## config.mk

```make
export PLATFORM = sky130hd
export DESIGN_NAME = lmfc_align_top
export DESIGN_NICKNAME = d
export VERILOG_FILES = /design/src/rtl/lmfc_pkg.sv /design/src/rtl/lmfc_sysref_edge.sv /design/src/rtl/lmfc_count_core.sv /design/src/rtl/lmfc_period_chk.sv /design/src/rtl/lmfc_align_top.sv
export SDC_FILE = /design/constraint.sdc
export NUM_CORES = 1
export LEC_CHECK = 0
export CAP_MARGIN = 10
export CORE_ASPECT_RATIO = 1.1
export CORE_UTILIZATION = 45
export DETAILED_ROUTE_END_ITERATION = 6
export PLACE_DENSITY_LB_ADDON = 0.05
export SKIP_LAST_GASP = 1
export SLEW_MARGIN = 15
export SYNTH_ARGS = -nofsm -noshare
export SYNTH_HDL_FRONTEND = slang
export SYNTH_SLANG_ARGS = --single-unit
export TNS_END_PERCENT = 30
```

## constraint.sdc

```tcl
create_clock -name clk -period 4.62 [get_ports clk]
set_clock_uncertainty 0.15 [all_clocks]
set_input_delay 1.386 -clock clk [delete_from_list [all_inputs] [get_ports clk]]
set_output_delay 1.386 -clock clk [all_outputs]
set_load 0.02 [all_outputs]
```

## src/rtl/lmfc_pkg.sv

```systemverilog
package lmfc_pkg;
   localparam int unsigned LMFC_MAX_W = 16;

   // one-cycle events derived from the SYSREF edge
   typedef struct packed {
      logic rise;       // 0 -> 1 transition of the sampled level
      logic realign;    // rise that is allowed to reload the counter
      logic armed_hit;  // rise consumed by the single-shot arm
   } sysref_evt_t;
endpackage

```

## src/rtl/lmfc_sysref_edge.sv

```systemverilog
module lmfc_sysref_edge
   import lmfc_pkg::*;
(
   input  logic        clk,
   input  logic        rst_n,
   input  logic        sysref_lvl,
   input  logic        single_arm,
   input  logic        cont_en,
   output sysref_evt_t evt
);
   logic lvl_q;

   always_ff @(posedge clk) begin
      if (!rst_n) lvl_q <= 1'b0;
      else        lvl_q <= sysref_lvl;
   end

   always_comb begin
      evt.rise      = sysref_lvl & ~lvl_q;
      evt.realign   = evt.rise & (single_arm | cont_en);
      evt.armed_hit = evt.rise & single_arm;
   end
endmodule

```

## src/rtl/lmfc_count_core.sv

```systemverilog
module lmfc_count_core #(
   parameter int unsigned W            = 8,
   parameter bit          OFFSET_CLAMP = 1'b1
) (
   input  logic         clk,
   input  logic         rst_n,
   input  logic [W-1:0] lmfc_last,
   input  logic [W-1:0] align_offset,
   input  logic         realign,
   output logic [W-1:0] count,
   output logic [W-1:0] load_val,
   output logic [W-1:0] next_free,
   output logic         tick
);
   localparam logic [W-1:0] ONE = W'(1);

   // variant choice for the value loaded on realignment
   generate
      if (OFFSET_CLAMP) begin : g_clamp
         assign load_val = (align_offset > lmfc_last) ? '0 : align_offset;
      end else begin : g_raw
         assign load_val = align_offset;
      end
   endgenerate

   // free-running successor; >= also recovers when the limit shrinks
   assign next_free = (count >= lmfc_last) ? '0 : count + ONE;

   always_ff @(posedge clk) begin
      if (!rst_n)       count <= '0;
      else if (realign) count <= load_val;
      else              count <= next_free;
   end

   assign tick = rst_n & (count == lmfc_last);
endmodule

```

## src/rtl/lmfc_period_chk.sv

```systemverilog
module lmfc_period_chk #(
   parameter int unsigned W = 8
) (
   input  logic         clk,
   input  logic         rst_n,
   input  logic         cont_en,
   input  logic         rise,
   input  logic [W-1:0] next_free,
   input  logic [W-1:0] load_val,
   output logic         period_err
);
   logic primed;

   always_ff @(posedge clk) begin
      if (!rst_n || !cont_en) begin
         primed     <= 1'b0;
         period_err <= 1'b0;
      end else begin
         // on a whole-multiframe spacing the free count already equals the load
         period_err <= rise & primed & (next_free != load_val);
         if (rise) primed <= 1'b1;
      end
   end
endmodule

```

## src/rtl/lmfc_align_top.sv

```systemverilog
module lmfc_align_top
   import lmfc_pkg::*;
#(
   parameter int unsigned W            = 8,
   parameter bit          OFFSET_CLAMP = 1'b1
) (
   input  logic         clk,
   input  logic         rst_n,
   input  logic         sysref_lvl,
   input  logic [W-1:0] lmfc_last,
   input  logic [W-1:0] align_offset,
   input  logic         single_arm,
   input  logic         cont_en,
   output logic [W-1:0] lmfc_count,
   output logic         lmfc_tick,
   output logic         sysref_seen,
   output logic         single_clear,
   output logic         period_err
);
   generate
      if (W < 2 || W > LMFC_MAX_W) begin : g_bad_width
         $error("lmfc_align_top: W out of range");
      end
   endgenerate

   sysref_evt_t  evt;
   logic [W-1:0] load_val;
   logic [W-1:0] next_free;
   logic         arm_q;
   logic         realign;

   assign realign = evt.realign;

   lmfc_sysref_edge u_edge (
      .clk        (clk),
      .rst_n      (rst_n),
      .sysref_lvl (sysref_lvl),
      .single_arm (single_arm),
      .cont_en    (cont_en),
      .evt        (evt)
   );

   lmfc_count_core #(.W(W), .OFFSET_CLAMP(OFFSET_CLAMP)) u_cnt (
      .clk          (clk),
      .rst_n        (rst_n),
      .lmfc_last    (lmfc_last),
      .align_offset (align_offset),
      .realign      (evt.realign),
      .count        (lmfc_count),
      .load_val     (load_val),
      .next_free    (next_free),
      .tick         (lmfc_tick)
   );

   lmfc_period_chk #(.W(W)) u_per (
      .clk        (clk),
      .rst_n      (rst_n),
      .cont_en    (cont_en),
      .rise       (evt.rise),
      .next_free  (next_free),
      .load_val   (load_val),
      .period_err (period_err)
   );

   // arm bookkeeping: clear request and sticky seen flag
   always_ff @(posedge clk) begin
      if (!rst_n) begin
         arm_q        <= 1'b0;
         single_clear <= 1'b0;
         sysref_seen  <= 1'b0;
      end else begin
         arm_q        <= single_arm;
         single_clear <= evt.armed_hit;
         if (evt.armed_hit)            sysref_seen <= 1'b1;
         else if (single_arm && !arm_q) sysref_seen <= 1'b0;
      end
   end
endmodule

```

==> implementation parameters <==
Parameter                              Value

STA
  Number of hold-slack violations in the final timing report ... 0
  Worst slew margin ... 60.4%
  Final critical delay including setup and external delays ... 4.39 ns
  Max Slew Vio Count ... 0
  Upper clock frequency limit ... 228 MHz
  Slew at the pin closest to its max-slew limit ... 0.593 ns
  RSZ-0062 raised after global routing ... no
  Fin crit share ... 95.0%
  Final Setup Violations ... 0

Pwr
  Power Total ... 364 uW
  Reported leakage power ... 0.000770 uW
  Pwr per Cell Area ... 203 nW/um^2
  Peak supply drop ... 212 uV

Floorplanning
  Height of the die ... 60.1 um
  Core Region ... 2830 sq um
  Total Die Area ... 3290 sq um
  Ports placed on the boundary ... 33
  Starting Density ... 48.8%
  Die width ... 54.8 um
  Core Rows ... 20

Global route
  Pin count of the biggest net entering global routing ... 14
  GRT Residual Overflow ... 0
  Via count of the first global-routing pass ... 1256
  Number of antenna violations at the first check in global routing ... 0
  Wire length of the first global-routing pass ... 5.51 mm
  GRT Overall Usage ... 23.1%

Finish
  Area of the multi-input gates ... 1010 sq um
  Design area ... 1790 sq um
  Nets ... 239
  Antenna diodes ... 0
  Ratio of cells with drive above 1 in the final layout ... 12.0%
  Top library cells by usage in the layout, fill and taps aside ... sky130_fd_sc_hd__clkdlybuf4s50_1, sky130_fd_sc_hd__ha_1, sky130_fd_sc_hd__inv_1
  Sequential standard cell area ... 280 sq um
  FILL cells ... 255
  Most common cell after layout, fill and taps aside ... sky130_fd_sc_hd__clkdlybuf4s50_1
  Area overhead of the layout relative to synthesis ... 29.9%

Logic synthesis
  Share of synthesized flip-flops with an asynchronous set or reset ... 0%
  Synth top area share ... 20.3%
  Nets in the synthesized netlist ... 202
  Most used DFF post-synth ... sky130_fd_sc_hd__dfxtp_1
  Cell types with the largest area share after synthesis ... sky130_fd_sc_hd__dfxtp_1, sky130_fd_sc_hd__ha_1, sky130_fd_sc_hd__nor2b_1
  Count of mapped cells out of synthesis ... 164
  Count of distinct cell types in the synthesized netlist ... 49
  Cell type with the largest total area after synthesis ... sky130_fd_sc_hd__dfxtp_1
  Sequential fraction of the synthesis area ... 20.3%
  Number of synthesized flops with an enable pin ... 0
  Avg Cell Area, Syn ... 8.41 sq um
  Cell Area, Synth ... 1380 sq um
  Yosys Warn Count ... 0
  Register bit total from synthesis ... 14

CTS
  Number of buffers created by CTS ... 3
  Maximum clock insertion buffer count ... 2
  Clock tree from TritonCTS ... built
  Post-CTS setup buffer count ... 0
  CTS root buffer ... sky130_fd_sc_hd__clkbuf_4
  Total clock sinks ... 14
  Clock slew at the register clock pins of the worst setup and hold paths ... 0.08 ns
  Htree depth ... 1
  Worst-skew pair later-pin latency ... 0.27 ns

Setup path
  Top cell family by delay on the critical path ... buffers and inverters
  Critical path arrival ... 2.85 ns
  Critical path peak fanout ... 2
  Critical Path End Type ... output pin
  Delay of the slowest cell on the worst path ... 0.46 ns
  Crit Path Class ... in -> out
  Endpoint required time on the critical path ... 3.08 ns
  Critical path buffer and inverter count ... 3
  Register-to-register setup slack ... 2.06 ns
  Worst Setup Start Kind ... input port
  Critical path cell sequence ... clkdlybuf4s50_1 -> inv_1 -> ha_1 -> nand4_1 -> nor3_1 -> dlygate4sd2_1
  Library cell contributing the largest single delay on the critical path ... sky130_fd_sc_hd__clkdlybuf4s50_1

Drt
  Routed via count divided by cell count ... 5.83
  Routed len/inst ... 14.5 um
  DRC violations left ... 0
  Routed WL ... 3.38 mm
  ANT nets after route ... 0
  Routed via count ... 1358
  Pre-Repair DR Iteration Count ... 4
  Iter 0 DRT Violations ... 49

Placed design
  Count of port buffers added during placement ... 32
  Hpwl dp ... 2.73 mm
  Placed standard-cell area ... 1760 sq um
  GPL Wtd Cong ... 0.815

Min path
  Worst hold-check path type ... reg -> reg

Outcome
  Status ... completed

Job
  Max-cap violations ... 0
==> cells by family after synthesis <==
logic type	after synthesis	share of synthesized area [%]
DFF	14	20.3
AOI/OAI and AO/OA	42	22.8
adders and majority gates	17	15.4
xor gates and xnor gates	12	8.71
muxes	1	0.726
and+or+nand+nor	56	25.6
buffers and inverters	22	6.44
==> metrics by stage <==
| step | hold slack [ns] | setup slack [ns] | utilization [%] | cells | setup TNS (ns) |
|---|---|---|---|---|---|
| after floorplan | 0.277 | 0.767 | - | 164 | 0 |
| after global placement | 0.318 | -0.0224 | 62.1 | 229 | -0.0224 |
| after detailed placement | 0.331 | -0.0581 | 62.1 | 229 | -0.0581 |
| after CTS | 0.349 | 0.224 | 63.4 | 233 | 0 |
| after global routing | 0.377 | 0.160 | 63.4 | 233 | 0 |
| final | 0.351 | 0.232 | 63.4 | 233 | 0 |
==> cells in the mapped netlist, types with 2 or more instances <==
master / count
sky130_fd_sc_hd__ha_1: 17
sky130_fd_sc_hd__inv_1: 16
sky130_fd_sc_hd__dfxtp_1: 14
sky130_fd_sc_hd__nor2b_1: 12
sky130_fd_sc_hd__a22oi_1: 9
sky130_fd_sc_hd__nand4_1: 7
sky130_fd_sc_hd__o21ai_0: 6
sky130_fd_sc_hd__xnor2_1: 6
sky130_fd_sc_hd__a21oi_1: 5
sky130_fd_sc_hd__and2_1: 4
sky130_fd_sc_hd__nand2_1: 4
sky130_fd_sc_hd__nand3_1: 4
sky130_fd_sc_hd__nor2_1: 4
sky130_fd_sc_hd__nor3_1: 4
sky130_fd_sc_hd__xor2_1: 4
sky130_fd_sc_hd__a31oi_1: 3
sky130_fd_sc_hd__clkbuf_1: 3
sky130_fd_sc_hd__or2_2: 3
sky130_fd_sc_hd__a22o_1: 2
sky130_fd_sc_hd__and3_1: 2
sky130_fd_sc_hd__and3_4: 2
sky130_fd_sc_hd__buf_2: 2
sky130_fd_sc_hd__nand4b_1: 2
sky130_fd_sc_hd__o211ai_1: 2
sky130_fd_sc_hd__o21bai_1: 2
sky130_fd_sc_hd__xor2_2: 2
==> path summary, 6_finish.rpt <==
| check | startpoint | to | cells after the start |
|---|---|---|---|
| max | lmfc_last[5] | lmfc_tick | 6 |
| min | u_per.primed | u_per.period_err | 2 |
| max reg2reg | u_cnt.count[0] | u_per.period_err | 9 |
| min reg2reg | u_per.primed | u_per.period_err | 2 |
==> area by class of cell <==
class | instances | area share, %
multi-input combinational | 128 | 56.4
timing repair buffer | 38 | 20.3
sequential | 14 | 15.6
inverter | 16 | 3.35
tap | 33 | 2.30
clock buffer | 4 | 2.03
==> layer usage <==
| metal | GRT usage, % | part of all wire [%] | up-vias |
|---|---|---|---|
| li1 | - | - | 671 |
| met2 | 38.7 | 50 | 43 |
| met3 | 6.62 | 4.9 | 2 |
| met5 | 0 | 0 | - |
| met1 | 28.4 | 45 | 642 |
| met4 | 5.13 | 0.92 | 0 |
==> power breakdown <==
group	internal [uW]	total (uW)	switching, uW
Clock	47.9	85.3	37.4
Sequential	128	141	13.5
Combinational	71.4	137	66.0
Total	247	364	117
==> registers in the layout, indices dropped and copies added (netlist names) <==
signal / count
u_cnt.count: 8
arm_q: 1
single_clear: 1
sysref_seen: 1
u_edge.lvl_q: 1
u_per.period_err: 1
u_per.primed: 1
==> tightest hold or removal path, cell delays in order, from the launching register on <==
cell	delay, ns
sky130_fd_sc_hd__dfxtp_1	0.32
sky130_fd_sc_hd__nand4_1	0.09
sky130_fd_sc_hd__a31oi_1	0.05
==> what timing repair did <==
action | 4_1_cts | 5_1_grt
endpoints found under the hold margin | 0 | 0
resized for setup | 1 | 0
endpoints found under the setup margin | 1 | 0
hold buffers | 0 | 0
Note: power is estimated with default switching activity, not from simulation.
